<file path="src/rtl/cspf_pkg.sv">
package cspf_pkg;
  localparam int WORD_W = 32;
  localparam int OP_W   = 8;
  localparam int LEN_W  = 8;

  typedef enum logic [1:0] {
    CAT_SKIP   = 2'd0,
    CAT_DENY   = 2'd1,
    CAT_MASTER = 2'd2,
    CAT_REG    = 2'd3
  } ruleCat_e;

  typedef enum logic [2:0] {
    ERR_NONE       = 3'd0,
    ERR_DENIED     = 3'd1,
    ERR_NOT_MASTER = 3'd2,
    ERR_REG        = 3'd3,
    ERR_MASK       = 3'd4,
    ERR_OVERRUN    = 3'd5
  } errCode_e;

  // action part of a rule (opcode and valid are held apart for matching)
  typedef struct packed {
    ruleCat_e          cat;
    logic [LEN_W-1:0]  len;
    logic              chkEn;
    logic [LEN_W-1:0]  chkIdx;
    logic [WORD_W-1:0] mask;
    logic [WORD_W-1:0] value;
  } ruleAct_t;

  // strobes from control to datapath
  typedef struct packed {
    logic clear;
    logic step;
    logic cfgOpen;
  } dpCtl_t;

  // status from datapath to control
  typedef struct packed {
    logic     atEnd;
    logic     isEnd;
    logic     fault;
    errCode_e code;
  } dpSts_t;
endpackage

</file>
<file path="src/rtl/cspf_rules.sv">
module cspf_rules
  import cspf_pkg::*;
#(
  parameter int RULES = 16,
  parameter int WL    = 16,
  localparam int RIDX_W = $clog2(RULES),
  localparam int WIDX_W = $clog2(WL)
) (
  input  logic              clk,
  input  logic              rstN,
  input  logic              ruleWe,
  input  logic              wlWe,
  input  logic [RIDX_W-1:0] ruleIdx,
  input  logic [WIDX_W-1:0] wlIdx,
  input  logic              validIn,
  input  logic [OP_W-1:0]   opIn,
  input  ruleAct_t          actIn,
  input  logic [WORD_W-1:0] wlAddrIn,
  input  logic [OP_W-1:0]   lookupOp,
  input  logic [WORD_W-1:0] lookupReg,
  input  logic [RIDX_W-1:0] readIdx,
  output logic              hit,
  output logic [RIDX_W-1:0] hitIdx,
  output ruleAct_t          hitAct,
  output ruleAct_t          selAct,
  output logic              wlHit
);
  logic [RULES-1:0] ruleValid;
  logic [OP_W-1:0]  ruleOp  [RULES];
  ruleAct_t         ruleAct [RULES];
  logic [WL-1:0]    wlValid;
  logic [WORD_W-1:0] wlAddr [WL];
  logic [RULES-1:0] opMatch;
  logic [WL-1:0]    wlMatch;

  for (genvar g = 0; g < RULES; g++) begin : gRule
    always_ff @(posedge clk or negedge rstN) begin
      if (!rstN) begin
        ruleValid[g] <= 1'b0;
        ruleOp[g]    <= '0;
        ruleAct[g]   <= '0;
      end else if (ruleWe && ruleIdx == RIDX_W'(g)) begin
        ruleValid[g] <= validIn;
        ruleOp[g]    <= opIn;
        ruleAct[g]   <= actIn;
      end
    end
    assign opMatch[g] = ruleValid[g] && (ruleOp[g] == lookupOp);
  end

  for (genvar g = 0; g < WL; g++) begin : gWl
    always_ff @(posedge clk or negedge rstN) begin
      if (!rstN) begin
        wlValid[g] <= 1'b0;
        wlAddr[g]  <= '0;
      end else if (wlWe && wlIdx == WIDX_W'(g)) begin
        wlValid[g] <= validIn;
        wlAddr[g]  <= wlAddrIn;
      end
    end
    assign wlMatch[g] = wlValid[g] && (wlAddr[g] == lookupReg);
  end

  // lowest matching index wins
  always_comb begin
    hitIdx = '0;
    for (int i = RULES - 1; i >= 0; i--) begin
      if (opMatch[i]) hitIdx = RIDX_W'(i);
    end
  end

  assign hit    = |opMatch;
  assign hitAct = ruleAct[hitIdx];
  assign selAct = ruleAct[readIdx];
  assign wlHit  = |wlMatch;
endmodule

</file>
<file path="src/rtl/cspf_datapath.sv">
module cspf_datapath
  import cspf_pkg::*;
#(
  parameter int POS_W  = 16,
  parameter int RULES  = 16,
  parameter int WL     = 16,
  parameter logic [OP_W-1:0] END_OP = 8'h05,
  localparam int RIDX_W = $clog2(RULES),
  localparam int WIDX_W = $clog2(WL),
  localparam int CNT_W  = LEN_W + 1
) (
  input  logic              clk,
  input  logic              rstN,
  input  dpCtl_t            ctl,
  input  logic              isMaster,
  input  logic [POS_W-1:0]  bufLen,
  input  logic [WORD_W-1:0] word,
  input  logic              cfgRuleWe,
  input  logic              cfgWlWe,
  input  logic [RIDX_W-1:0] cfgIdx,
  input  logic              cfgValid,
  input  logic [OP_W-1:0]   cfgOp,
  input  ruleAct_t          cfgAct,
  input  logic [WORD_W-1:0] cfgWlAddr,
  output dpSts_t            sts,
  output logic [POS_W-1:0]  pos
);
  logic [POS_W-1:0]  lenQ;
  logic              masterQ;
  logic              inBody;
  logic [CNT_W-1:0]  remain;
  logic [CNT_W-1:0]  wordIdx;
  logic [RIDX_W-1:0] curIdx;
  logic              curHit;

  logic              hit, wlHit;
  logic [RIDX_W-1:0] hitIdx;
  ruleAct_t          hitAct, selAct, act;
  logic              actHit;
  logic [CNT_W-1:0]  stdLen, cmdLen, curWordIdx;
  logic              maskBad;

  cspf_rules #(.RULES(RULES), .WL(WL)) u_rules (
    .clk      (clk),
    .rstN     (rstN),
    .ruleWe   (cfgRuleWe && ctl.cfgOpen),
    .wlWe     (cfgWlWe && ctl.cfgOpen),
    .ruleIdx  (cfgIdx),
    .wlIdx    (WIDX_W'(cfgIdx)),
    .validIn  (cfgValid),
    .opIn     (cfgOp),
    .actIn    (cfgAct),
    .wlAddrIn (cfgWlAddr),
    .lookupOp (word[WORD_W-1 -: OP_W]),
    .lookupReg(word),
    .readIdx  (curIdx),
    .hit      (hit),
    .hitIdx   (hitIdx),
    .hitAct   (hitAct),
    .selAct   (selAct),
    .wlHit    (wlHit)
  );

  // header-phase decoding uses the matching rule, body phase the latched one
  assign act        = inBody ? selAct : hitAct;
  assign actHit     = inBody ? curHit : hit;
  assign curWordIdx = inBody ? wordIdx : '0;
  assign stdLen     = (word[31:29] == 3'd0) ? CNT_W'(1) : CNT_W'(word[LEN_W-1:0]) + CNT_W'(2);
  assign cmdLen     = (actHit && act.len != '0) ? CNT_W'(act.len) : stdLen;
  assign maskBad    = actHit && act.chkEn && (CNT_W'(act.chkIdx) == curWordIdx)
                      && ((word & act.mask) != act.value);

  always_comb begin
    sts.atEnd = (pos == lenQ);
    sts.isEnd = !inBody && (word[WORD_W-1 -: OP_W] == END_OP);
    sts.fault = 1'b0;
    sts.code  = ERR_NONE;
    if (!inBody) begin
      if (sts.isEnd) begin
        sts.code = ERR_NONE;
      end else if (hit && act.cat == CAT_DENY) begin
        sts.fault = 1'b1;
        sts.code  = ERR_DENIED;
      end else if (hit && act.cat == CAT_MASTER && !masterQ) begin
        sts.fault = 1'b1;
        sts.code  = ERR_NOT_MASTER;
      end else if (maskBad) begin
        sts.fault = 1'b1;
        sts.code  = ERR_MASK;
      end
    end else begin
      if (curHit && act.cat == CAT_REG && wordIdx[0] && !wlHit) begin
        sts.fault = 1'b1;
        sts.code  = ERR_REG;
      end else if (maskBad) begin
        sts.fault = 1'b1;
        sts.code  = ERR_MASK;
      end
    end
  end

  always_ff @(posedge clk or negedge rstN) begin
    if (!rstN) begin
      pos     <= '0;
      lenQ    <= '0;
      masterQ <= 1'b0;
      inBody  <= 1'b0;
      remain  <= '0;
      wordIdx <= '0;
      curIdx  <= '0;
      curHit  <= 1'b0;
    end else if (ctl.clear) begin
      pos     <= '0;
      lenQ    <= bufLen;
      masterQ <= isMaster;
      inBody  <= 1'b0;
      remain  <= '0;
      wordIdx <= '0;
      curHit  <= 1'b0;
    end else if (ctl.step) begin
      pos <= pos + POS_W'(1);
      if (!inBody) begin
        if (cmdLen > CNT_W'(1)) begin
          inBody  <= 1'b1;
          remain  <= cmdLen - CNT_W'(1);
          wordIdx <= CNT_W'(1);
          curIdx  <= hitIdx;
          curHit  <= hit;
        end
      end else begin
        wordIdx <= wordIdx + CNT_W'(1);
        remain  <= remain - CNT_W'(1);
        if (remain == CNT_W'(1)) inBody <= 1'b0;
      end
    end
  end
endmodule

</file>
<file path="src/rtl/cspf_ctrl.sv">
module cspf_ctrl
  import cspf_pkg::*;
#(
  parameter int POS_W = 16
) (
  input  logic             clk,
  input  logic             rstN,
  input  logic             start,
  input  logic             wordValid,
  input  dpSts_t           sts,
  input  logic [POS_W-1:0] pos,
  output dpCtl_t           ctl,
  output logic             wordReady,
  output logic             busy,
  output logic             done,
  output logic             accept,
  output logic [2:0]       errCode,
  output logic [POS_W-1:0] errOffset
);
  typedef enum logic [1:0] {ST_IDLE, ST_RUN, ST_FIN} state_e;
  state_e state;

  assign busy        = (state == ST_RUN);
  assign done        = (state == ST_FIN);
  assign wordReady   = busy && !sts.atEnd;
  assign ctl.clear   = start && !busy;
  assign ctl.step    = wordReady && wordValid && !sts.fault && !sts.isEnd;
  assign ctl.cfgOpen = !busy;

  always_ff @(posedge clk or negedge rstN) begin
    if (!rstN) begin
      state     <= ST_IDLE;
      accept    <= 1'b0;
      errCode   <= ERR_NONE;
      errOffset <= '0;
    end else begin
      case (state)
        ST_RUN: begin
          if (sts.atEnd) begin
            state     <= ST_FIN;
            errCode   <= ERR_OVERRUN;
            errOffset <= pos;
          end else if (wordValid && sts.fault) begin
            state     <= ST_FIN;
            errCode   <= sts.code;
            errOffset <= pos;
          end else if (wordValid && sts.isEnd) begin
            state     <= ST_FIN;
            accept    <= 1'b1;
            errOffset <= pos;
          end
        end
        default: begin
          if (start) begin
            state     <= ST_RUN;
            accept    <= 1'b0;
            errCode   <= ERR_NONE;
            errOffset <= '0;
          end
        end
      endcase
    end
  end
endmodule

</file>
<file path="src/rtl/cspf_filter.sv">
module cspf_filter
  import cspf_pkg::*;
#(
  parameter int POS_W = 16,
  parameter int RULES = 16,
  parameter int WL    = 16,
  parameter logic [7:0] END_OP = 8'h05,
  localparam int IDX_W = $clog2(RULES)
) (
  input  logic             clk,
  input  logic             rstN,
  input  logic             start,
  input  logic             isMaster,
  input  logic [POS_W-1:0] bufLen,
  input  logic             wordValid,
  input  logic [31:0]      wordData,
  output logic             wordReady,
  input  logic             cfgRuleWe,
  input  logic             cfgWlWe,
  input  logic [IDX_W-1:0] cfgIdx,
  input  logic             cfgValid,
  input  logic [7:0]       cfgOp,
  input  logic [1:0]       cfgCat,
  input  logic [7:0]       cfgLen,
  input  logic             cfgChkEn,
  input  logic [7:0]       cfgChkIdx,
  input  logic [31:0]      cfgMask,
  input  logic [31:0]      cfgValue,
  input  logic [31:0]      cfgWlAddr,
  output logic             busy,
  output logic             done,
  output logic             accept,
  output logic [2:0]       errCode,
  output logic [POS_W-1:0] errOffset
);
  dpCtl_t           ctl;
  dpSts_t           sts;
  logic [POS_W-1:0] pos;
  ruleAct_t         cfgAct;

  assign cfgAct = '{cat: ruleCat_e'(cfgCat), len: cfgLen, chkEn: cfgChkEn,
                    chkIdx: cfgChkIdx, mask: cfgMask, value: cfgValue};

  cspf_datapath #(.POS_W(POS_W), .RULES(RULES), .WL(WL), .END_OP(END_OP)) u_dp (
    .clk      (clk),
    .rstN     (rstN),
    .ctl      (ctl),
    .isMaster (isMaster),
    .bufLen   (bufLen),
    .word     (wordData),
    .cfgRuleWe(cfgRuleWe),
    .cfgWlWe  (cfgWlWe),
    .cfgIdx   (cfgIdx),
    .cfgValid (cfgValid),
    .cfgOp    (cfgOp),
    .cfgAct   (cfgAct),
    .cfgWlAddr(cfgWlAddr),
    .sts      (sts),
    .pos      (pos)
  );

  cspf_ctrl #(.POS_W(POS_W)) u_ctrl (
    .clk      (clk),
    .rstN     (rstN),
    .start    (start),
    .wordValid(wordValid),
    .sts      (sts),
    .pos      (pos),
    .ctl      (ctl),
    .wordReady(wordReady),
    .busy     (busy),
    .done     (done),
    .accept   (accept),
    .errCode  (errCode),
    .errOffset(errOffset)
  );
endmodule

</file>
<file path="config.mk">
export PLATFORM = sky130hd
export DESIGN_NAME = cspf_filter
export DESIGN_NICKNAME = d
export VERILOG_FILES = /design/src/rtl/cspf_pkg.sv /design/src/rtl/cspf_rules.sv /design/src/rtl/cspf_datapath.sv /design/src/rtl/cspf_ctrl.sv /design/src/rtl/cspf_filter.sv
export SDC_FILE = /design/constraint.sdc
export NUM_CORES = 2
export LEC_CHECK = 0
export BUFFER_PORTS_ARGS = -buffer_cell sky130_fd_sc_hd__buf_2
export CAP_MARGIN = 20
export CORE_MARGIN = 2
export CORE_UTILIZATION = 40
export CTS_CLUSTER_SIZE = 40
export DETAILED_ROUTE_END_ITERATION = 12
export PLACE_DENSITY_LB_ADDON = 0.15
export RECOVER_POWER = 25
export SYNTH_ARGS = -nofsm -noshare
export SYNTH_HDL_FRONTEND = slang
export SYNTH_SLANG_ARGS = --single-unit
export TNS_END_PERCENT = 100
</file>
<file path="constraint.sdc">
create_clock -name clk -period 5.95 [get_ports clk]
set_input_delay 0.595 -clock clk [delete_from_list [all_inputs] [get_ports clk]]
set_output_delay 0.595 -clock clk [all_outputs]
set_load 0.005 [all_outputs]
</file>
Word level (Yosys, flattened, before mapping)
Index checks and enable logic that the tools add are counted.
{"block": "totals", "ff_bits": 2079, "output_inout_bits": 23, "wordCells": 426}
{"block": "op_classes", "addsub": 5, "order_cmp": 3, "eq_ne": 63, "muxes": 72, "n_bitwise": 5, "reduce_logical": 106}
{"cell": "83-bit binary-select mux with 4-bit select", "n": 2}
{"cell": "32-bit equality test", "n": 16}
{"cell": "83-bit two-way mux", "n": 5}
{"cell": "8-bit equality test", "n": 16}
{"cell": "16-bit two-way mux", "n": 7}
{"cell": "9-bit two-way mux", "n": 11}
{"cell": "1-bit logical AND", "n": 84}
{"cell": "4-bit two-way mux", "n": 21}
{"cell": "32-bit bitwise AND", "n": 1}
{"cell": "4-bit equality test, second input constant", "n": 8}
{"cell": "32-bit != test", "n": 1}
{"cell": "16-bit OR reduction", "n": 2}
{"cell": "9-bit by 1-bit subtractor with 9-bit output, second input constant", "n": 2}
{"cell": "16-bit by 1-bit adder with 16-bit output, second input constant", "n": 1}
{"cell": "16-bit equality test", "n": 1}
{"cell": "4-bit by 3-bit equality test with 1-bit output, second input constant", "n": 4}
{"cell": "1-bit two-way mux", "n": 16}
{"cell": "3-bit two-way mux", "n": 5}
{"cell": "5-bit >= comparator, second input constant", "n": 2}
{"cell": "2-bit two-way mux", "n": 5}
{"cell": "4-bit inverter with 5-bit output", "n": 2}
{"cell": "8-bit by 2-bit adder with 9-bit output, second input constant", "n": 1}
{"cell": "9-bit by 1-bit adder with 9-bit output, second input constant", "n": 1}
{"cell": "8-bit by 9-bit equality test with 1-bit output", "n": 1}
{"cell": "20 further kinds", "n": 39}

Depth between registers and ports, before layout
{"block": "depth", "ltp_word": 36, "ltp_mapped": 31, "mapped_depth_nobuf": 24}

By module
A second synthesis with hierarchy kept.
{"block": "hier_totals", "hier_cells": 8720, "hier_area_um2": 110367.1}
{"module": "cspf_rules", "n_inst": 1, "cells_each": 7987, "area_per_inst_um2": 104196.2}
{"module": "cspf_datapath", "n_inst": 1, "cells_each": 666, "area_per_inst_um2": 5262.5}
{"module": "cspf_ctrl", "n_inst": 1, "cells_each": 67, "area_per_inst_um2": 908.4}

Worst setup path after synthesis
OpenSTA, ideal clock, no wires.
{"block": "synth_timing", "path_type": "register -> register", "from": "reg u_dp.curIdx[0]", "to": "reg u_dp.curIdx[2]", "t_arrival_ns": 5.549, "slack_ns": 0.273, "stages_incl_launch_ff": 25, "n_path_buf": 7, "synth_period_minus_slack_ns": 5.677, "path_cell_list": "dfrtp_1 -> buf_2 -> buf_2 -> buf_2 -> buf_2 -> buf_1 -> clkbuf_1 -> mux4_2 -> mux4_2 -> nand2_1 -> o211a_1 -> o211ai_2 -> nor3_1 -> nor2_1 -> o21ai_0 -> ha_1 -> inv_1 -> a31oi_1 -> inv_1 -> a221oi_1 -> nand3_1 -> a21boi_4 -> and2_1 -> buf_6 -> mux2_1"}
{"block": "synth_via", "elab_chain_len": 17, "word_cells_on_any_way": 34}
{"element": "from (decl)", "line": "cspf_datapath.sv:33", "source": "logic [RIDX_W-1:0] curIdx;"}
{"element": "from (signal assigned)", "line": "cspf_datapath.sv:127", "source": "curIdx <= hitIdx;"}
{"element": "4-bit inverter with 5-bit output (not written as such) *", "line": "cspf_rules.sv:74", "source": "assign selAct = ruleAct[readIdx];"}
{"element": "83-bit binary-select mux with 4-bit select *", "line": "cspf_rules.sv:74"}
{"element": "83-bit two-way mux (not written as such) * (2 in a row)", "line": "cspf_rules.sv:74"}
{"element": "83-bit two-way mux *", "line": "cspf_datapath.sv:65", "source": "assign act = inBody ? selAct : hitAct;"}
{"element": "32-bit bitwise AND (tied with other cells)", "line": "cspf_datapath.sv:71", "source": "&& ((word & act.mask) != act.value);"}
{"element": "32-bit != test / 1-bit logical AND (equally long branches)", "line": "cspf_datapath.sv:71, cspf_datapath.sv:70"}
{"element": "1-bit logical AND", "line": "cspf_datapath.sv:71"}
{"element": "4-bit two-way mux", "line": "cspf_datapath.sv:87, cspf_datapath.sv:95"}
{"element": "4-bit two-way mux", "line": "cspf_datapath.sv:84", "source": "end else if (hit && act.cat == CAT_MASTER && !masterQ) begin"}
{"element": "4-bit two-way mux", "line": "cspf_datapath.sv:81", "source": "end else if (hit && act.cat == CAT_DENY) begin"}
{"element": "1-bit two-way mux", "line": "cspf_datapath.sv:79", "source": "if (sts.isEnd) begin"}
{"element": "4-bit two-way mux", "line": "cspf_datapath.sv:78", "source": "if (!inBody) begin"}
{"element": "1-bit logical NOT", "line": "cspf_ctrl.sv:27", "source": "assign ctl.step = wordReady && wordValid && !sts.fault && !sts.isEnd;"}
{"element": "1-bit logical AND (2 in a row)", "line": "cspf_ctrl.sv:27"}
{"element": "4-bit AND reduction (no line) *"}
Every way passes the cells marked *; elsewhere a longest branch is shown, timed or not. The select of a mux whose other input is x is not followed.
A chain may end at the register's enable or synchronous reset.

Final worst setup path
{"block": "layout_timing", "from": "reg u_dp.u_rules.ruleOp[13] (netlist name)", "to": "reg u_ctrl.errOffset[2]"}
{"block": "layout_via", "elab_chain_len": 34, "word_cells_on_any_way": 51}
{"element": "from (decl)", "line": "cspf_rules.sv:29", "source": "logic [OP_W-1:0] ruleOp [RULES];"}
{"element": "from (signal, indexed assignment)", "line": "cspf_rules.sv:44", "source": "ruleOp[g] <= opIn;"}
{"element": "8-bit equality test *", "line": "cspf_rules.sv:48", "source": "assign opMatch[g] = ruleValid[g] && (ruleOp[g] == lookupOp);"}
{"element": "1-bit logical AND *", "line": "cspf_rules.sv:48"}
{"element": "4-bit two-way mux (15 in a row)", "line": "cspf_rules.sv:68", "source": "if (opMatch[i]) hitIdx = RIDX_W'(i);"}
{"element": "4-bit inverter with 5-bit output (not written as such)", "line": "cspf_rules.sv:73", "source": "assign hitAct = ruleAct[hitIdx];"}
{"element": "83-bit binary-select mux with 4-bit select", "line": "cspf_rules.sv:73"}
{"element": "83-bit two-way mux (not written as such) (2 in a row)", "line": "cspf_rules.sv:73"}
{"element": "83-bit two-way mux", "line": "cspf_datapath.sv:65"}
{"element": "32-bit bitwise AND (tied with other cells)", "line": "cspf_datapath.sv:71"}
{"element": "[... 3 more ...]"}
{"element": "4-bit two-way mux", "line": "cspf_datapath.sv:84"}
{"element": "4-bit two-way mux", "line": "cspf_datapath.sv:81"}
{"element": "1-bit two-way mux", "line": "cspf_datapath.sv:79"}
{"element": "4-bit two-way mux *", "line": "cspf_datapath.sv:78"}
{"element": "1-bit logical AND *", "line": "cspf_ctrl.sv:43", "source": "end else if (wordValid && sts.fault) begin"}
{"element": "16-bit two-way mux", "line": "cspf_ctrl.sv:43"}
{"element": "16-bit two-way mux", "line": "cspf_ctrl.sv:39", "source": "if (sts.atEnd) begin"}
{"element": "16-bit two-way mux", "line": "cspf_ctrl.sv:37", "source": "case (state)"}
{"element": "to (signal assigned)", "line": "cspf_ctrl.sv:42", "source": "errOffset <= pos;"}
{"element": "to (signal assigned)", "line": "cspf_ctrl.sv:46", "source": "errOffset <= pos;"}
{"element": "to (signal assigned)", "line": "cspf_ctrl.sv:50", "source": "errOffset <= pos;"}
{"element": "to (decl)", "line": "cspf_ctrl.sv:18", "source": "output logic [POS_W-1:0] errOffset"}
Marks and branches as above.

==> results.toml <==
[status]
status = "finished with violations"
failed_checks = "max-capacitance violations, max-slew violations"

[synthesis]
syn_inst = 8557
muxShareOfSynthArea = 0.322
synth_top_family_by_area = "multiplexers"
synth_compound_area_frac = 0.0489
synth-seq-cells = 2079
synth_edf_count = 0
synth-adder-area-share = 0.000799
synth_xor_xnor_area_share = 0.0548
synth_cell_types = 96
synthesis.nets = 8747
synth-simple-area-share = 0.0669
avgSynthCellArea_um2 = 12.8
synth_flop_cell = "dfrtp_1"
async_flop_share = 1.00
seq_area_frac_synth = 0.474
yosys_warnings = 0
synth_area_um2 = 110000

[drt]
drt_iter0_markers = 7544
vias_per_cell = 6.11
detailroute.via_count = 78100
drc_errors = 0
dr.pass1.iters = 6
antenna_left = 0
routed_wl_um = 411000
post_drt_wl_per_cell_um = 32.1

[timing]
hold-worst-slack_ps = 135
slew_viol_final = 258
skew_ps = 80.3
min_period_over_period = 0.985
setup_violations = 0
slew_headroom = -1.79
hold_violations = 0
tightest_slew_ps = 4190
timing.final.crit_period_ps = 5860
fin_ws_ps = 91.3
fmax_mhz = 171

[cells_and_area]
nFillCells = 24500
syn_to_final_growth_pct = 16.1
final_cell_mix = "2074 x dfrtp_1, 2044 x mux2_2, 608 x buf_4, 513 x xnor2_1, 460 x nand2_1"
fin_nets = 9192
final_common_cell = "dfrtp_1"
final_layout_size_suffix_gt1_frac = 0.426
stdcell_count = 12800

[pwr]
power_switching_w = 0.0101
comb_power_share = 0.160
pwr-share-clk = 0.418
vdd_ir_drop_max_mv = 0.258
p_seq_frac = 0.422
switching_share = 0.280
power_leakage_nw = 58.6
power.total_w = 0.0360
p_per_area_nw_per_um2 = 283
p_int_w = 0.0259

[floorplan]
die_h_um = 528
die_area_um2 = 278000
die_w_um = 528
ios = 206
std_cell_rows = 192
core-area_um2 = 273000
start_util = 0.401

[hold_path]
hp-class = "input port to register"

[critical_path]
cp-end-kind = "register"
startpoint = "u_dp.u_rules.ruleOp[13]$_DFFE_PN0P_"
reg2reg_to = "u_ctrl.errOffset[2]$_DFFE_PN0P_"
regToRegSetupSlack_ps = 90
path_class = "register to register"
cp-start-kind = "register"
crit_buf_inv = 10
cp_num_cells = 27
endpoint = "u_ctrl.errOffset[2]$_DFFE_PN0P_"
r2r_cells = 27
r2r-start = "u_dp.u_rules.ruleOp[13]$_DFFE_PN0P_"
required_ps = 6710
crit_slowest_cell = "dfrtp_1"
critPathTopFamily = "compound AO/OA/AOI/OAI gates"
path_common_cell = "buf_4"
critPathMaxFanout = 17
worst_ep_arrival_time_ps = 6620
cp_slowest_stage_delay_ps = 430

[place]
pre_cts_ws_ps = -1030
gp_congestion = 0.918
numPlacedInstances = 12300
io_buffers = 205
hpwl_um = 264000

[global_route]
grt_use_met1 = 0.397
antenna_found_initial = 64
gr-max-usage-layer = "met2"
grt_use_met3 = 0.0573
grt_use_total = 0.291
grt_overflow = 0
grt_pass1_vias = 79000
grt_start_max_net_pins = 169
grt_use_met2 = 0.456
grt_pass1_wl_um = 591000

[clocking]
tritoncts = "done"
h-tree-depth = 4
clock_sinks = 2079
clk_pin_slew_ps = 60
cts_buffer_depth = 4
clock-root-buffer = "clkbuf_16"
numCtsBuffers = 238
insertion_delay_ps = 950

[run]
maxCapViolCount = 2
## power groups by stage
stage          logic, W  registers (W)  clock network (W)
4_1_cts         0.00573         0.0152             0.0153
2_1_floorplan   0.00328         0.0152                  0
6_report        0.00575         0.0152             0.0151
3_3_place_gp    0.00559         0.0155                  0
3_5_place_dp    0.00564         0.0155                  0
5_1_grt         0.00613         0.0153             0.0159
## cell families after synthesis
group,Yosys count
muxes,2748
DFF,2079
and+or+nand+nor,1470
buffers and inverters,809
AOI/OAI and AO/OA,758
xor gates and xnor gates,686
adders and majority gates,7
## repair_timing
item | CTS | global route
setup endpoints to repair | 61 | 55
resized for setup | 24 | 56
buffers inserted | 9 | 10
hold endpoints to repair | 96 | 0
hold buffers | 20 | 0
pin swaps | 8 | 20
## cell usage after synthesis (all sizes together), types with 26 or more instances
master	n	area, um2
a211oi	58	473
nor4	92	603
o21ai	173	873
or4	26	195
mux2i	285	2850
xor2	161	1410
o211ai	39	303
nand3	347	1740
nand4	168	1070
nor2	141	537
a32o	37	370
xnor2	525	4600
mux2	2048	23100
a21boi	53	409
nor3	66	355
a21oi	92	472
clkbuf	489	1840
and3	67	419
inv	53	199
buf	267	1550
mux4	415	9350
dfrtp	2079	52000
nand2	478	1810
a31oi	85	532
## per-stage QoR
stage | util | instance area, um2 | setup TNS [ps]
3_5_place_dp | 0.435 | 119000 | -51720
6_report | 0.466 | 127000 | 0
4_1_cts | 0.465 | 127000 | 0
2_1_floorplan | - | 110000 | 0
3_3_place_gp | 0.435 | 119000 | -77810
5_1_grt | 0.466 | 127000 | -2.61
## flip-flops by register name, summed over array words and instances, names as in the netlist, 16 cells and up
signal,cells
u_ctrl.errOffset,16
u_dp.lenQ,16
u_dp.pos,16
u_dp.u_rules.ruleAct,1328
u_dp.u_rules.ruleOp,128
u_dp.u_rules.ruleValid,16
u_dp.u_rules.wlAddr,512
u_dp.u_rules.wlValid,16
## worst min path at each step
| stage | from | end | slack [ps] | depth (start not counted) |
|---|---|---|---|---|
| 2_1_floorplan | rstN | u_ctrl.accept$_DFFE_PN0P_ | 300 | 0 |
| 3_3_place_gp | u_dp.remain[6]$_DFFE_PN0P_ | u_dp.remain[6]$_DFFE_PN0P_ | 490 | 1 |
| 3_5_place_dp | u_dp.lenQ[10]$_DFFE_PN0P_ | u_dp.lenQ[10]$_DFFE_PN0P_ | 490 | 2 |
| 4_1_cts | cfgMask[18] | u_dp.u_rules.ruleAct[382]$_DFFE_PN0P_ | 80 | 2 |
| 5_1_grt | cfgValue[30] | u_dp.u_rules.ruleAct[694]$_DFFE_PN0P_ | 140 | 2 |
| 6_report | cfgValue[22] | u_dp.u_rules.ruleAct[1101]$_DFFE_PN0P_ | 140 | 2 |
## area by class of cell
class | count | area (um2) | share of cell area
sequential | 2079 | 52000 | 0.409
tap | 3589 | 4490 | 0.0353
clock buffer | 361 | 7040 | 0.0553
multi-input combinational | 5669 | 54700 | 0.430
antenna | 20 | 50.0 | 0.000393
timing repair buffer | 961 | 7930 | 0.0622
clock inverter | 62 | 841 | 0.00660
inverter | 53 | 201 | 0.00158
## layer usage
layer / up-vias / share of wire
met4: 40 / 0.045
met3: 827 / 0.073
met2: 3088 / 0.46
met5: - / 0.00064
met1: 41700 / 0.43
li1: 32500 / -
Note: power is estimated with default switching activity, not from simulation.
